$ cat src/rtl/attr_space_pkg.sv
package attr_space_pkg;
   localparam int BYTE_W = 8;

   typedef enum logic [1:0] {
      RGN_NONE = 2'd0,
      RGN_INFO = 2'd1,
      RGN_CFG  = 2'd2
   } region_e;

   // information byte stored at index idx (address 2*idx)
   function automatic logic [BYTE_W-1:0] info_byte(input int idx, input logic [BYTE_W-1:0] key);
      logic [BYTE_W-1:0] b;
      b = BYTE_W'(idx);
      return b ^ key;
   endfunction
endpackage

$ cat src/rtl/attr_decode.sv
module attr_decode
   import attr_space_pkg::*;
#(
   parameter int ADDR_W    = 10,
   parameter int INFO_SPAN = 256,
   parameter int CFG_BASE  = 'h200,
   parameter int NUM_CFG   = 4,
   localparam int IDX_W    = $clog2(NUM_CFG)
) (
   input  logic              reg_sel_n,
   input  logic              ce_lo_n,
   input  logic              oe_n,
   input  logic              we_n,
   input  logic [ADDR_W-1:0] addr,
   output logic              rd_acc,
   output logic              wr_acc,
   output region_e           region,
   output logic              odd,
   output logic [IDX_W-1:0]  cfg_idx
);
   localparam logic [ADDR_W:0] INFO_HI = (ADDR_W+1)'(INFO_SPAN);
   localparam logic [ADDR_W:0] CFG_LO  = (ADDR_W+1)'(CFG_BASE);
   localparam logic [ADDR_W:0] CFG_HI  = (ADDR_W+1)'(CFG_BASE + 2*NUM_CFG);

   if (CFG_BASE < INFO_SPAN) begin : g_bad_base
      $error("attr_decode: register bank overlaps information area");
   end
   if (CFG_BASE % 2 != 0) begin : g_bad_align
      $error("attr_decode: register bank must start on an even address");
   end
   if (CFG_BASE + 2*NUM_CFG > (1 << ADDR_W)) begin : g_bad_top
      $error("attr_decode: register bank exceeds address space");
   end

   logic              sel;
   logic [ADDR_W:0]   a_ext;
   logic [ADDR_W:0]   off;

   assign sel    = !reg_sel_n && !ce_lo_n;
   assign rd_acc = sel && !oe_n && we_n;
   assign wr_acc = sel && !we_n && oe_n;
   assign a_ext  = {1'b0, addr};
   assign off    = a_ext - CFG_LO;
   assign odd    = addr[0];
   assign cfg_idx = off[IDX_W:1];

   always_comb begin
      if (a_ext < INFO_HI)
         region = RGN_INFO;
      else if (a_ext >= CFG_LO && a_ext < CFG_HI)
         region = RGN_CFG;
      else
         region = RGN_NONE;
   end
endmodule

$ cat src/rtl/attr_cfg_regs.sv
module attr_cfg_regs
   import attr_space_pkg::*;
#(
   parameter int NUM_CFG  = 4,
   parameter int SRST_BIT = 7,
   parameter int IEN_BIT  = 6,
   localparam int IDX_W   = $clog2(NUM_CFG)
) (
   input  logic                          clk,
   input  logic                          rst_n,
   input  logic                          wr_en,
   input  logic [IDX_W-1:0]              idx,
   input  logic [BYTE_W-1:0]             wdata,
   output logic [BYTE_W-1:0]             cfg_rdata,
   output logic [NUM_CFG-1:0][BYTE_W-1:0] cfg_view,
   output logic                          srst,
   output logic                          ien
);
   localparam logic [BYTE_W-1:0] SRST_ONLY = BYTE_W'(1) << SRST_BIT;

   if (NUM_CFG < 2) begin : g_bad_num
      $error("attr_cfg_regs: at least two registers required");
   end
   if (SRST_BIT == IEN_BIT || SRST_BIT >= BYTE_W || IEN_BIT >= BYTE_W) begin : g_bad_bits
      $error("attr_cfg_regs: control bit positions invalid");
   end

   logic [NUM_CFG-1:0][BYTE_W-1:0] q;
   logic                           srst_wr;

   assign srst_wr = wr_en && (idx == '0) && wdata[SRST_BIT];

   always_ff @(posedge clk or negedge rst_n) begin
      if (!rst_n) begin
         q <= '0;
      end else if (srst_wr) begin
         for (int n = 0; n < NUM_CFG; n++)
            q[n] <= (n == 0) ? SRST_ONLY : '0;
      end else if (wr_en) begin
         for (int n = 0; n < NUM_CFG; n++)
            if (idx == IDX_W'(n)) q[n] <= wdata;
      end
   end

   assign cfg_rdata = q[idx];
   assign cfg_view  = q;
   assign srst      = q[0][SRST_BIT];
   assign ien       = q[0][IEN_BIT];


   soft_clear_chk: assert property (@(posedge clk) disable iff (!rst_n)
      srst_wr |=> (q[1] == '0) && (q[0] == SRST_ONLY));
endmodule

$ cat src/rtl/attr_busy_timer.sv
module attr_busy_timer #(
   parameter int BUSY_CYC = 16,
   localparam int CNT_W   = $clog2(BUSY_CYC + 1)
) (
   input  logic clk,
   input  logic rst_n,
   input  logic srst,
   output logic ready
);
   localparam logic [CNT_W-1:0] CNT_LOAD = CNT_W'(BUSY_CYC);

   if (BUSY_CYC < 1) begin : g_bad_busy
      $error("attr_busy_timer: recovery time must be at least one clock");
   end

   logic [CNT_W-1:0] cnt;

   always_ff @(posedge clk or negedge rst_n) begin
      if (!rst_n)
         cnt <= CNT_LOAD;
      else if (srst)
         cnt <= CNT_LOAD;
      else if (cnt != '0)
         cnt <= cnt - 1'b1;
   end

   assign ready = (cnt == '0) && !srst;


   busy_hold_chk: assert property (@(posedge clk) disable iff (!rst_n)
      $fell(srst) |-> !ready);


   ready_rise_chk: assert property (@(posedge clk) disable iff (!rst_n)
      $rose(ready) |-> $past(!srst));
endmodule

$ cat src/rtl/attr_space_ctl.sv
module attr_space_ctl
   import attr_space_pkg::*;
#(
   parameter int          ADDR_W    = 10,
   parameter int          INFO_SPAN = 256,
   parameter int          CFG_BASE  = 'h200,
   parameter int          NUM_CFG   = 4,
   parameter int          BUSY_CYC  = 16,
   parameter logic [7:0]  INFO_KEY  = 8'hA5,
   parameter bit          REG_RDATA = 1'b1
) (
   input  logic              clk,
   input  logic              rst_n,
   input  logic              reg_sel_n,
   input  logic              ce_lo_n,
   input  logic              oe_n,
   input  logic              we_n,
   input  logic [ADDR_W-1:0] addr,
   input  logic [7:0]        wdata,
   input  logic              dev_irq,
   output logic [7:0]        rdata,
   output logic              ready,
   output logic              host_irq
);
   localparam int IDX_W  = $clog2(NUM_CFG);
   localparam int INFO_AW = $clog2(INFO_SPAN);

   if (INFO_AW > ADDR_W || (1 << INFO_AW) != INFO_SPAN) begin : g_bad_span
      $error("attr_space_ctl: information span must be a power of two within the address space");
   end

   logic                           rd_acc, wr_acc, odd;
   region_e                        region;
   logic [IDX_W-1:0]               cfg_idx;
   logic [BYTE_W-1:0]              cfg_rdata, rd_val;
   logic [NUM_CFG-1:0][BYTE_W-1:0] cfg_view;
   logic                           srst, ien;

   attr_decode #(
      .ADDR_W(ADDR_W), .INFO_SPAN(INFO_SPAN), .CFG_BASE(CFG_BASE), .NUM_CFG(NUM_CFG)
   ) u_dec (
      .reg_sel_n(reg_sel_n), .ce_lo_n(ce_lo_n), .oe_n(oe_n), .we_n(we_n), .addr(addr),
      .rd_acc(rd_acc), .wr_acc(wr_acc), .region(region), .odd(odd), .cfg_idx(cfg_idx)
   );

   attr_cfg_regs #(.NUM_CFG(NUM_CFG)) u_regs (
      .clk(clk), .rst_n(rst_n),
      .wr_en(wr_acc && region == RGN_CFG && !odd),
      .idx(cfg_idx), .wdata(wdata), .cfg_rdata(cfg_rdata), .cfg_view(cfg_view),
      .srst(srst), .ien(ien)
   );

   attr_busy_timer #(.BUSY_CYC(BUSY_CYC)) u_busy (
      .clk(clk), .rst_n(rst_n), .srst(srst), .ready(ready)
   );

   always_comb begin
      rd_val = '1;
      if (rd_acc && !odd) begin
         if (region == RGN_INFO)
            rd_val = info_byte(int'(addr[INFO_AW-1:1]), INFO_KEY);
         else if (region == RGN_CFG)
            rd_val = cfg_rdata;
      end
   end

   if (REG_RDATA) begin : g_rd_reg
      always_ff @(posedge clk or negedge rst_n) begin
         if (!rst_n)
            rdata <= '1;
         else
            rdata <= rd_val;
      end


      rd_idle_chk: assert property (@(posedge clk) disable iff (!rst_n)
         !$past(rd_acc) |-> rdata == 8'hFF);


      odd_info_chk: assert property (@(posedge clk) disable iff (!rst_n)
         $past(rd_acc && region == RGN_INFO && odd) |-> rdata == 8'hFF);
   end else begin : g_rd_comb
      assign rdata = rd_val;
   end

   assign host_irq = dev_irq && ien;


   info_ro_chk: assert property (@(posedge clk) disable iff (!rst_n)
      (wr_acc && region == RGN_INFO) |=> $stable(cfg_view));
endmodule

$ cat config.mk
export PLATFORM = sky130hd
export DESIGN_NAME = attr_space_ctl
export DESIGN_NICKNAME = d
export VERILOG_FILES = /design/src/rtl/attr_space_pkg.sv /design/src/rtl/attr_decode.sv /design/src/rtl/attr_cfg_regs.sv /design/src/rtl/attr_busy_timer.sv /design/src/rtl/attr_space_ctl.sv
export SDC_FILE = /design/constraint.sdc
export NUM_CORES = 1
export LEC_CHECK = 0
export CORE_MARGIN = 4
export CORE_UTILIZATION = 53
export DETAILED_ROUTE_END_ITERATION = 12
export PLACE_DENSITY = 0.85
export REMOVE_ABC_BUFFERS = 1
export SYNTH_ARGS = -nofsm -noshare
export SYNTH_HDL_FRONTEND = slang
export SYNTH_HIERARCHICAL = 1
export SYNTH_SLANG_ARGS = --single-unit
$ cat constraint.sdc
create_clock -name clk -period 2.05 [get_ports clk]
set_input_delay 0.41 -clock clk [delete_from_list [all_inputs] [get_ports clk]]
set_output_delay 0.41 -clock clk [all_outputs]
set_load 0.01 [all_outputs]
==> summary.txt <==
outcome: finished, violations left
failing checks: negative setup slack
Ant. Diodes: 0
Clock Root Buffer: clkbuf_8
most frequent cells in the layout: 36 x dfrtp_1, 28 x clkdlybuf4s50_1, 23 x buf_4
worst vdd ir: 0.480 mV
Clk Latency, worst-skew pair: 0.30 ns
Die H: 73.6 um
CP Capture Type: flip-flop
PnR worst setup slack: -0.0916 ns
CP bufs+invs: 1
via count: 1771
Critical Path AT: 2.34 ns
Crit-path slowest cell: or4_4
Power Density: 658 nW/um^2
Int Power: 1.45 mW
GRT Util Overall: 22.8%
Final ANT Viol Nets: 0
Final Setup Violations: 32
Core Area: 4090 um^2
final std cells w/o fill: 297
Num CTS Buffers: 5
DP Cell Count: 283
Gate power share: 24.7%
first-pass GRT wire length: 9050 um
final period utilization: 104%
worst-path cell chain: buf_6 > or4_4 > nor4b_4 > nor4bb_4 > or3b_4 > mux2_4
f_max: 467 MHz
hpwl dp: 3670 um
clock power share: 26.9%
Initial Util: 55.8%
sw power: 542 uW
Avg WL per Cell: 18.9 um
Final Max Tran Viols: 0
FF/Latch Area: 1140 um^2
largest net degree at the start of global routing: 46
Syn Std Cell Area: 2280 um^2
via count of the first global-routing pass: 1798
Crit Path Class: input port to flip-flop
Die Area: 5410 um^2
most common cell after layout, fill and taps aside: dfrtp_1
initial antenna violation count: 0
yosys warns: 6
Relative slew margins: 63.1%
CP required: 2.25 ns
Worst path max stage delay: 0.54 ns
drt via density: 5.96
Setup Skew: 0.00660 ns
Seq pwr share: 48.4%
Rows: 23
area grow syn2layout: 32.9%
H-tree depth: 2
Lkg Pwr: 1.29 nW
Nets: 272
GP Congestion: 0.851
Crit Path Max Fanout: 3
layout cell share with drive strength beyond 1: 40.1%
detailed-route wire length: 5600 um
DRC Markers: 0
Syn Inst Count: 190
Hold Crit Class: input port to async pin
total grt overflow: 0
first-pass iteration count of the detailed router: 4
Sink Count: 45
fin area: 3030 um^2
Boundary Pins: 35
setup tns final: -1.24 ns
CTS clk-pin slew, worst paths: 0.08 ns
unrepaired setup endpoints after global routing: yes
switching portion of total power: 27.2%
Max-Cap Viols: 0
CP top delay family: simple AND/OR/NAND/NOR gates
placed cell areas: 2770 um^2
number of port buffers: 34
Final Core Density: 74.1%
Tmin final: 2.14 ns
DP Worst Slack: -0.812 ns
final-report hold violation count: 0
Slew @ Worst Pin: 0.554 ns
CTS tree: done
clock tree buffer depth: 2
initial DRC count: 91
multi-input logic area: 1140 um^2
Fillers: 274
startpoint types: input port
synthesized area per cell: 12.0 um^2
Die Wd: 73.6 um
## metal layers
metal	vias to the layer above	routed length (um)	track usage (%)	part of all wire, %
met5	-	0	0	0
met1	891	2270	27.5	41
met2	64	2860	38.0	51
met3	10	334	6.16	6.0
li1	806	-	-	-
met4	0	133	10.1	2.4
## repair_timing
action	in CTS	in global routing
buffers inserted	8	1
gates resized for setup	35	26
pin swaps	3	28
endpoints found under the setup margin	33	40
hold buffers	0	0
## through the flow
step	hold WS (ns)	total power, mW
2_1_floorplan	0.114	1.16
3_3_place_gp	0.469	1.37
5_1_grt	0.233	2.08
3_5_place_dp	0.484	1.39
4_1_cts	0.196	1.94
6_report	0.174	1.99
## worst paths after layout
path                                     startpoint                   to  slack (ns)  cells after the start
worst max-delay path                        addr[4]   u_regs/cfg_view[7]       -0.09                      6
worst min register to register  u_regs/cfg_view[18]  u_regs/cfg_view[18]        0.51                      1
worst max register to register        u_busy/cnt[1]        u_busy/cnt[0]        0.49                      6
worst min-delay path                          rst_n   u_regs/cfg_view[3]        0.17                      2
min in group clk                            addr[6]             rdata[5]        0.44                      3
max in group asynchronous                     rst_n        u_busy/cnt[4]        1.49                      2
## state kept, by name, summed over array words and instances (netlist names)
name / flops
rdata: 8
u_busy/cnt: 5
u_regs/cfg_view: 32
## area by class of cell
| type | count | area share [%] |
|---|---|---|
| Inverter | 3 | 0.372 |
| Tap cell | 50 | 2.07 |
| Clock buffer | 8 | 2.64 |
| Multi-Input combinational cell | 127 | 37.7 |
| Sequential cell | 45 | 37.6 |
| Timing Repair Buffer | 64 | 19.7 |
## power by group through the flow
stage / logic, mW / registers (mW) / clock network (mW)
4_1_cts: 0.441 / 0.960 / 0.539
6_report: 0.491 / 0.964 / 0.536
3_3_place_gp: 0.397 / 0.974 / 0
5_1_grt: 0.533 / 0.970 / 0.580
2_1_floorplan: 0.185 / 0.977 / 0
3_5_place_dp: 0.417 / 0.978 / 0
No activity file was read; power rests on OpenSTA's default activity.
